**src/rtl/irqc_pkg.sv**
```systemverilog
package irqc_pkg;

  localparam int BUS_W   = 32;
  localparam int ADDR_W  = 8;
  localparam int CLR_LSB = 16;  // clear half of the set/clear force word
  localparam int EXT_W   = 4;

  localparam logic [ADDR_W-1:0] OFS_LVL   = 8'h00;
  localparam logic [ADDR_W-1:0] OFS_PEND  = 8'h04;
  localparam logic [ADDR_W-1:0] OFS_ALIAS = 8'h08;
  localparam logic [ADDR_W-1:0] OFS_CLR   = 8'h0C;
  localparam logic [ADDR_W-1:0] OFS_STAT  = 8'h10;
  localparam logic [ADDR_W-1:0] OFS_BCST  = 8'h14;
  localparam logic [ADDR_W-1:0] OFS_MASK  = 8'h40;
  localparam logic [ADDR_W-1:0] OFS_FRC   = 8'h80;
  localparam logic [ADDR_W-1:0] OFS_EXT   = 8'hC0;

  typedef enum logic [3:0] {
    SEL_NONE,
    SEL_LVL,
    SEL_PEND,
    SEL_ALIAS,
    SEL_CLR,
    SEL_STAT,
    SEL_BCST,
    SEL_MASK,
    SEL_FRC,
    SEL_EXT
  } reg_sel_e;

  function automatic reg_sel_e decode_addr(input logic [ADDR_W-1:0] a);
    case (a)
      OFS_LVL:   return SEL_LVL;
      OFS_PEND:  return SEL_PEND;
      OFS_ALIAS: return SEL_ALIAS;
      OFS_CLR:   return SEL_CLR;
      OFS_STAT:  return SEL_STAT;
      OFS_BCST:  return SEL_BCST;
      OFS_MASK:  return SEL_MASK;
      OFS_FRC:   return SEL_FRC;
      OFS_EXT:   return SEL_EXT;
      default:   return SEL_NONE;
    endcase
  endfunction

endpackage

```
**src/rtl/irqc_prienc.sv**
```systemverilog
// Highest-set-bit encoder; bit 0 is reserved and yields index 0.
module irqc_prienc #(
  parameter  int N = 16,
  localparam int W = $clog2(N)
) (
  input  logic [N-1:0] vec,
  output logic [W-1:0] idx
);
  always_comb begin
    idx = '0;
    for (int k = 1; k < N; k++) begin
      if (vec[k]) idx = W'(k);
    end
  end
endmodule

```
**src/rtl/irqc_resolve.sv**
```systemverilog
// Splits the masked active set into two groups and picks the winner.
module irqc_resolve #(
  parameter  int N = 16,
  localparam int W = $clog2(N)
) (
  input  logic [N-1:0] pend,
  input  logic [N-1:0] frc,
  input  logic [N-1:0] mask,
  input  logic [N-1:0] lvl,
  output logic [W-1:0] level_out
);
  logic [N-1:0] active;
  logic [N-1:0] grp_hi;
  logic [N-1:0] grp_lo;
  logic [W-1:0] idx_hi;
  logic [W-1:0] idx_lo;

  assign active = (pend | frc) & mask;
  assign grp_hi = active & lvl;
  assign grp_lo = active & ~lvl;

  irqc_prienc #(.N(N)) u_enc_hi (.vec(grp_hi), .idx(idx_hi));
  irqc_prienc #(.N(N)) u_enc_lo (.vec(grp_lo), .idx(idx_lo));

  assign level_out = (|grp_hi) ? idx_hi : idx_lo;
endmodule

```
**src/rtl/irqc_regbank.sv**
```systemverilog
// Register state, bus decode and same-cycle update ordering.
module irqc_regbank
  import irqc_pkg::*;
#(
  parameter  int N = 16,
  localparam int W = $clog2(N)
) (
  input  logic              clk,
  input  logic              rst_n,
  input  logic              bus_valid,
  input  logic              bus_write,
  input  logic [ADDR_W-1:0] bus_addr,
  input  logic [BUS_W-1:0]  bus_wdata,
  output logic [BUS_W-1:0]  bus_rdata,
  input  logic [N-1:0]      line_set,
  input  logic              ack_valid,
  input  logic [W-1:0]      ack_num,
  output logic [N-1:0]      pend_q,
  output logic [N-1:0]      force_q,
  output logic [N-1:0]      mask_q,
  output logic [N-1:0]      lvl_q
);
  localparam logic [N-1:0] VMASK = {{(N-1){1'b1}}, 1'b0};

  reg_sel_e         sel;
  logic             wr;
  logic [N-1:0]     wbits;
  logic [N-1:0]     fset;
  logic [N-1:0]     fclr;
  logic [N-1:0]     bcast_q;
  logic [EXT_W-1:0] ext_q;
  logic [N-1:0]     ack_oh;
  logic [N-1:0]     kill;
  logic [N-1:0]     set_p;
  logic [N-1:0]     set_f;
  logic [N-1:0]     force_base;
  logic [N-1:0]     pend_d;
  logic [N-1:0]     force_d;

  assign sel   = decode_addr(bus_addr);
  assign wr    = bus_valid && bus_write;
  assign wbits = bus_wdata[N-1:0] & VMASK;
  assign fset  = wbits;
  assign fclr  = bus_wdata[CLR_LSB +: N] & VMASK;

  always_comb begin
    ack_oh = '0;
    if (ack_valid) ack_oh[ack_num] = 1'b1;
  end

  // clearing sources are applied last so they win
  assign kill  = (ack_oh | ((wr && sel == SEL_CLR) ? wbits : '0)) & VMASK;
  assign set_p = line_set & ~bcast_q;
  assign set_f = line_set & bcast_q;

  always_comb begin
    force_base = force_q;
    if (wr && sel == SEL_ALIAS)    force_base = wbits;
    else if (wr && sel == SEL_FRC) force_base = (force_q | fset) & ~fclr;
  end

  assign pend_d  = (pend_q | set_p) & ~kill;
  assign force_d = (force_base | set_f) & ~kill;

  always_ff @(posedge clk or negedge rst_n) begin
    if (!rst_n) begin
      pend_q  <= '0;
      force_q <= '0;
    end else begin
      pend_q  <= pend_d;
      force_q <= force_d;
    end
  end

  always_ff @(posedge clk or negedge rst_n) begin
    if (!rst_n) begin
      lvl_q   <= '0;
      bcast_q <= '0;
      mask_q  <= '0;
      ext_q   <= '0;
    end else if (wr) begin
      case (sel)
        SEL_LVL:  lvl_q   <= wbits;
        SEL_BCST: bcast_q <= wbits;
        SEL_MASK: mask_q  <= wbits;
        SEL_EXT:  ext_q   <= bus_wdata[EXT_W-1:0];
        default:  ;
      endcase
    end
  end

  always_comb begin
    bus_rdata = '0;
    if (bus_valid && !bus_write) begin
      case (sel)
        SEL_LVL:   bus_rdata = BUS_W'(lvl_q);
        SEL_PEND:  bus_rdata = BUS_W'(pend_q);
        SEL_ALIAS: bus_rdata = BUS_W'(force_q);
        SEL_BCST:  bus_rdata = BUS_W'(bcast_q);
        SEL_MASK:  bus_rdata = BUS_W'(mask_q);
        SEL_FRC:   bus_rdata = BUS_W'(force_q);
        SEL_EXT:   bus_rdata = BUS_W'(ext_q);
        default:   bus_rdata = '0;
      endcase
    end
  end
endmodule

```
**src/rtl/irqc_top.sv**
```systemverilog
module irqc_top
  import irqc_pkg::*;
#(
  parameter  int N_LINES = 16,
  localparam int IDX_W   = $clog2(N_LINES)
) (
  input  logic               clk,
  input  logic               rst_n,
  input  logic [N_LINES-1:0] irq_lines,
  input  logic               ack_valid,
  input  logic [IDX_W-1:0]   ack_num,
  input  logic               bus_valid,
  input  logic               bus_write,
  input  logic [ADDR_W-1:0]  bus_addr,
  input  logic [BUS_W-1:0]   bus_wdata,
  output logic [BUS_W-1:0]   bus_rdata,
  output logic [IDX_W-1:0]   cpu_level
);
  localparam logic [N_LINES-1:0] LINE_OK = {{(N_LINES-1){1'b1}}, 1'b0};

  logic [N_LINES-1:0] line_set;
  logic [N_LINES-1:0] pend_q;
  logic [N_LINES-1:0] force_q;
  logic [N_LINES-1:0] mask_q;
  logic [N_LINES-1:0] lvl_q;

  assign line_set = irq_lines & LINE_OK;

  irqc_regbank #(.N(N_LINES)) u_regs (
    .clk       (clk),
    .rst_n     (rst_n),
    .bus_valid (bus_valid),
    .bus_write (bus_write),
    .bus_addr  (bus_addr),
    .bus_wdata (bus_wdata),
    .bus_rdata (bus_rdata),
    .line_set  (line_set),
    .ack_valid (ack_valid),
    .ack_num   (ack_num),
    .pend_q    (pend_q),
    .force_q   (force_q),
    .mask_q    (mask_q),
    .lvl_q     (lvl_q)
  );

  irqc_resolve #(.N(N_LINES)) u_resolve (
    .pend      (pend_q),
    .frc       (force_q),
    .mask      (mask_q),
    .lvl       (lvl_q),
    .level_out (cpu_level)
  );
endmodule

```
**config.mk**
```make
export PLATFORM = sky130hd
export DESIGN_NAME = irqc_top
export DESIGN_NICKNAME = d
export VERILOG_FILES = /design/src/rtl/irqc_pkg.sv /design/src/rtl/irqc_prienc.sv /design/src/rtl/irqc_resolve.sv /design/src/rtl/irqc_regbank.sv /design/src/rtl/irqc_top.sv
export SDC_FILE = /design/constraint.sdc
export NUM_CORES = 1
export LEC_CHECK = 0
export ABC_CLOCK_PERIOD_IN_PS = 2450
export BUFFER_PORTS_ARGS = -buffer_cell sky130_fd_sc_hd__buf_2
export CORE_MARGIN = 5
export CORE_UTILIZATION = 40
export CTS_CLUSTER_SIZE = 28
export DETAILED_ROUTE_END_ITERATION = 8
export PLACE_DENSITY = 0.7
export SYNTH_ARGS = -nofsm -noshare
export SYNTH_HDL_FRONTEND = slang
export SYNTH_SLANG_ARGS = --single-unit
export TNS_END_PERCENT = 5
```
**constraint.sdc**
```tcl
create_clock -name clk -period 2.45 [get_ports clk]
set_clock_uncertainty 0.05 [all_clocks]
set_input_delay 0.245 -clock clk [delete_from_list [all_inputs] [get_ports clk]]
set_output_delay 0.245 -clock clk [all_outputs]
set_load 0.02 [all_outputs]
```
== Yosys cells after proc, flatten, opt, wreduce, memory -nomap -nowiden ==
Index checks and enable logic that the tools add are counted.

* $add $sub $neg: 0
* Multiply operators: 0
* Divide/modulo/power cells: 0
* $lt $le $gt $ge: 2
* Eq/ne operators: 16
* Shift-type cells: 0
* Muxes and demuxes: 40
* Bitwise operators: 17
* Reductions and logical operators: 14

{| class="wikitable"
|+ Operators with widths
! kind !! number
|-
| $and A16 B16 Y16 || 8
|-
| $mux W4 || 29
|-
| $pmux W16 S6 || 1
|-
| $or A16 B16 Y16 || 5
|-
| $mux W16 || 4
|-
| $not A16 Y16 || 4
|-
| $pmux W4 S9 || 1
|-
| $mux W32 || 1
|-
| $eq A8 B4 Y1 const B || 2
|-
| $eq A8 B5 Y1 const B || 2
|-
| $eq A8 B8 Y1 const B || 2
|-
| $reduce_or A16 Y1 || 1
|-
| $eq A4 B3 Y1 const B || 3
|-
| $eq A4 B2 Y1 const B || 2
|-
| $eq A4 B4 Y1 const B || 2
|-
| $eq A8 B3 Y1 const B || 1
|-
| $eq A8 B7 Y1 const B || 1
|-
| $logic_not A8 Y1 || 1
|-
| $reduce_and A2 Y1 || 4
|-
| $logic_and A1 B1 Y1 || 6
|-
| $lt A4 B5 Y1 const B || 1
|-
| $demux W1 S4 || 1
|-
| $eq A4 B1 Y1 const B || 1
|-
| $ge A4 B1 Y1 const B || 1
|-
| other kinds (3) || 5
|}

* Register bits: 81
* Bits in latches: 0
* Bits in writable memories: 0
* Bits in read-only memories: 0
* Input port bits: 65
* Output and inout bits: 36
* Word-level logic and storage cells: 95
* Memories: 0

== Longest topological paths before layout ==
* Depth in word-level cells: 19
* Gate-level depth with buffers: 10
* Gate-level depth less buffers: 6

== Hierarchy ==
A second synthesis with hierarchy kept.

* Cell total of the unflattened synthesis: 535
* Area total of the unflattened synthesis: 5411.4 um^2

{| class="wikitable"
|+ Modules (own cells, without submodules)
! module !! times used !! cells each !! area each (um^2) !! seq. area each (um^2)
|-
| irqc_regbank || 1 || 427 || 4722.0 || 2001.9
|-
| irqc_resolve || 1 || 57 || 402.9 || 0.0
|-
| irqc_prienc || 2 || 25 || 141.4 || 0.0
|-
| irqc_top || 1 || 1 || 3.8 || 0.0
|}

== Worst setup path before layout ==
No wires, ideal clock.

* Path type: register to output
* Start: reg u_regs.force_q[13]
* End: out cpu_level[0]
* Arrival: 1.975 ns
* Data required time: 2.155 ns
* Path slack: 0.180 ns
* Cell stages (with the launch flop): 6
* Buffers on the path: 0
* Cell sequence: dfrtp_1 o211ai_1 nand4_1 nor4_1 nor3_1 a311oi_1

* Longest elaborated chain between the ends: 7
* Elaborated cells on any way between the ends: 12
* Classes of those cells: mux (7); bitwise (4); reduce/logical (1)

{| class="wikitable"
|+ RTL lines
! what !! RTL line !! RTL
|-
| from (decl) || irqc_regbank.sv:19 || <nowiki>output logic [N-1:0] force_q,</nowiki>
|-
| from (signal assigned) || irqc_regbank.sv:71 || <nowiki>force_q <= force_d;</nowiki>
|-
| $or A16 B16 Y16 * || irqc_resolve.sv:18 || <nowiki>assign active = (pend | frc) & mask;</nowiki>
|-
| $and A16 B16 Y16 * || irqc_resolve.sv:18 ||
|-
| $and A16 B16 Y16 (on tied branches) || irqc_resolve.sv:20, irqc_resolve.sv:19 ||
|-
| $mux W4 (3 in a row) || irqc_prienc.sv:12 || <nowiki>if (vec[k]) idx = W'(k);</nowiki>
|-
| $mux W4 * || irqc_resolve.sv:25 || <nowiki>assign level_out = (|grp_hi) ? idx_hi : idx_lo;</nowiki>
|-
| to (decl) || irqc_top.sv:17 || <nowiki>output logic [IDX_W-1:0] cpu_level</nowiki>
|}

Every way passes the cells marked *; elsewhere a longest branch is shown, timed or not.

== Worst setup path in the final report ==
* Start: reg u_regs.pend_q[8]
* End: out cpu_level[3]

* Longest elaborated chain between the ends: 12
* Elaborated cells on any way between the ends: 22
* Classes of those cells: mux (17); bitwise (4); reduce/logical (1)

{| class="wikitable"
|+ RTL lines
! what !! RTL line !! RTL
|-
| from (decl) || irqc_regbank.sv:18 || <nowiki>output logic [N-1:0] pend_q,</nowiki>
|-
| from (signal assigned) || irqc_regbank.sv:70 || <nowiki>pend_q <= pend_d;</nowiki>
|-
| $or A16 B16 Y16 * || irqc_resolve.sv:18 ||
|-
| $and A16 B16 Y16 * || irqc_resolve.sv:18 ||
|-
| $and A16 B16 Y16 (on tied branches) || irqc_resolve.sv:20, irqc_resolve.sv:19 ||
|-
| $mux W4 (8 in a row) || irqc_prienc.sv:12 ||
|-
| $mux W4 * || irqc_resolve.sv:25 ||
|}

Marks and branches as above.

==> results.sh <==
export IMPL_critPathMaxStageDelay_ns=0.41
export IMPL_ir_worst_vdd_mv=0.319
export IMPL_maxCapViolCount=0
export IMPL_synth_seq_cells=79
export IMPL_track_usage=0.220
export IMPL_worst_slack_ns=-0.231
export IMPL_die_x_um=119
export IMPL_worstPathCellList="o211ai_1 -> nand4_1 -> nor4_2 -> buf_4 -> and3b_2 -> nand3_2 -> o31a_1 -> buf_6"
export IMPL_die_h_um=119
export IMPL_synthTopCellsByCount="dfrtp_1 (79), a21oi_1 (64), nand2_1 (48)"
export IMPL_pwr_share_seq=0.439
export IMPL_leakage_nw=2.89
export IMPL_synth_edf_count=0
export IMPL_wl_mm=15.5
export IMPL_ioPinCount=101
export IMPL_cts_tree="yes"
export IMPL_synth_area_mm2=0.00476
export IMPL_core_area_mm2=0.0115
export IMPL_p_clk_frac=0.431
export IMPL_p_sw_uw=919
export IMPL_relSlewSlack=0.300
export IMPL_fmax_mhz=373
export IMPL_tightest_slew_ns=1.05
export IMPL_portBuffers=82
export IMPL_area_delta_synth_final_pct=24.0
export IMPL_path_max_fanout=4
export IMPL_end_kind="primary output"
export IMPL_place_area_mm2=0.00535
export IMPL_dr_total_vias=4663
export IMPL_drc=0
export IMPL_synth_async_sr_flop_share=1.00
export IMPL_p_int_mw=2.61
export IMPL_nFillCells=1091
export IMPL_dp_hpwl_mm=10.7
export IMPL_cts_max_level=3
export IMPL_arrival_ns=2.39
export IMPL_violations="setup timing"
export IMPL_min_path_type="input pin to async pin"
export IMPL_min_period_over_period=1.09
export IMPL_layout_drive_gt1_share=0.313
export IMPL_path_delay_family="simple AND/OR/NAND/NOR gates"
export IMPL_critPathBufInv=2
export IMPL_worstSetupStartpointType="flop"
export IMPL_crit_slowest_cell="dfrtp_1"
export IMPL_ant_nets=0
export IMPL_clock_sinks=79
export IMPL_grt_first_pass_wirelength_mm=24.7
export IMPL_synth_cell_types=55
export IMPL_post_synth_top_count_cell="dfrtp_1"
export IMPL_r2r_start="u_regs.force_q[4]"
export IMPL_grt_max_degree=80
export IMPL_cts_buffers=9
export IMPL_wire_per_inst_um=19.9
export IMPL_final_area_mm2=0.00590
export IMPL_power_density_mw_per_mm2=598
export IMPL_yosysTopAreaCell="dfrtp_1"
export IMPL_num_rows=39
export IMPL_cts_root_buf="clkbuf_16"
export IMPL_insertion_delay_ns=0.34
export IMPL_ys_flop_type="dfrtp_1"
export IMPL_critPathKind="flop to primary output"
export IMPL_nets=693
export IMPL_seq_area_frac_synth=0.415
export IMPL_postSynthCellCount=518
export IMPL_hold_buffers=0
export IMPL_finalSetupViolCount=4
export IMPL_required_ns=2.15
export IMPL_status="complete, but fails checks"
export IMPL_die_area_mm2=0.0142
export IMPL_ys_top_cells_by_area="dfrtp_1 (42%), mux2_2 (8.0%), a21oi_1 (6.7%)"
export IMPL_first_iter_violations=507
export IMPL_yosys_warnings=0
export IMPL_comb_power_share=0.129
export IMPL_cts_buffer_depth=2
export IMPL_first_global_vias=4695
export IMPL_clk_pin_slew_ns=0.06
export IMPL_drtPass1Iterations=5
export IMPL_hold_violations=0
export IMPL_synth_top_cell_area_share=0.415
export IMPL_gp_congestion=0.955
export IMPL_switching_share=0.260
export IMPL_dp_cells=739
export IMPL_viasPerCell=6.01
export IMPL_layout_cells_non_filler=776
export IMPL_period_needed_ns=2.68
export IMPL_start_util=0.413
export IMPL_grt_overflow=0
export IMPL_synth_avg_cell_area_um2=9.19
export IMPL_insertedDiodeCount=0
export IMPL_startpoint="u_regs.pend_q[8]"
export IMPL_final_max_slew_viol_count=0
export IMPL_rsz0062_at_grt="true"
export IMPL_antenna_found_initial=0
power by group through the flow:
stage	Combinational, mW	Clock, mW	Sequential [mW]
2_1_floorplan	0.253	0	1.53
3_3_place_gp	0.390	0	1.56
3_5_place_dp	0.405	0	1.57
4_1_cts	0.444	1.54	1.54
5_1_grt	0.505	1.61	1.56
6_report	0.456	1.52	1.55
stage by stage:
stage	setup slack, ns	utilization	hold WS [ns]	power, mW	setup TNS, ns
3_3_place_gp	0.147	0.465	0.418	1.95	0
3_5_place_dp	0.101	0.465	0.438	1.97	0
2_1_floorplan	0.180	-	-0.101	1.78	0
6_report	-0.231	0.512	0.0140	3.53	-0.735
4_1_cts	-0.0551	0.510	0.0825	3.53	-0.144
5_1_grt	-0.299	0.512	0.0983	3.68	-1.05
worst register-to-register path, delay by kind of cell, from the launching register on:
kind	cells	cell delay (ns)
AOI/OAI and AO/OA	3	0.47
buffers and inverters	1	0.13
DFF	1	0.34
path summary, 6_finish.rpt:
kind                                 endpoint  slack [ns]  cells after the start
setup / recovery                 cpu_level[3]       -0.23                      8
hold / removal              u_regs.bcast_q[3]        0.01                      1
setup reg to reg            u_regs.force_q[4]        1.37                      4
hold reg to reg               u_regs.ext_q[0]        0.46                      1
max in group asynchronous  u_regs.bcast_q[14]        1.63                      1
min in group clk              u_regs.ext_q[0]        0.10                      2
placed cells by master (no fill, tap or decap), types with 3 or more instances in the layout:
master,synthesis,routed
mux2_2,34,34
a21o_2,3,3
nor3_1,10,9
nor2b_1,3,3
mux2i_1,4,4
nand2b_1,6,6
and3_1,4,4
a22oi_1,12,12
nand3_1,7,6
a211o_1,15,15
a222oi_1,12,12
o22ai_1,4,4
a221oi_1,3,3
o2bb2ai_1,7,7
nand4_1,4,4
o211ai_1,19,19
conb_1,1,16
inv_1,18,18
clkbuf_8,0,4
nor2_1,43,43
nand2_1,48,48
or2_2,3,3
a31oi_1,3,3
nor4_1,5,3
o21ai_0,36,34
clkbuf_16,0,9
buf_2,7,77
o2bb2ai_2,4,4
a21oi_1,64,64
dfrtp_1,79,79
buf_4,17,44
repair_timing:
action,in CTS,in global routing
pin swaps,18,5
gates resized for setup,10,3
endpoints found under the setup margin,4,5
buffers inserted,20,1
metal layers:
metal  wire, µm  GRT usage  part of all wire
met5          0          0                 0
met1       6490      0.296              0.42
met2       7150      0.341              0.46
met3       1430     0.0531             0.092
met4        397     0.0891             0.026
cell families (layout without fill, tap and decap cells):
family,count (synthesis),in the layout,synth area share
buffers and inverters,58,158,0.0676
other,1,16,0.000788
DFF,79,79,0.415
xor gates and xnor gates,1,1,0.00184
AOI/OAI and AO/OA,193,193,0.273
muxes,38,38,0.0889
and+or+nand+nor,148,148,0.152
state kept, by name, summed over array words and instances (netlist names):
register        flops
u_regs.bcast_q     15
u_regs.ext_q        4
u_regs.lvl_q       15
u_regs.pend_q      15
u_regs.mask_q      15
u_regs.force_q     15
cell type report:
| class | instances | area, µm² | share of cell area |
|---|---|---|---|
| Multi-Input combinational cell | 396 | 2560 | 0.435 |
| Sequential cell | 79 | 1980 | 0.335 |
| Timing Repair Buffer | 124 | 767 | 0.130 |
| Clock buffer | 14 | 284 | 0.0482 |
| Tap cell | 143 | 179 | 0.0303 |
| Inverter | 18 | 67.6 | 0.0115 |
| Clock inverter | 2 | 60.1 | 0.0102 |
Power figures use the tool's default switching activity.
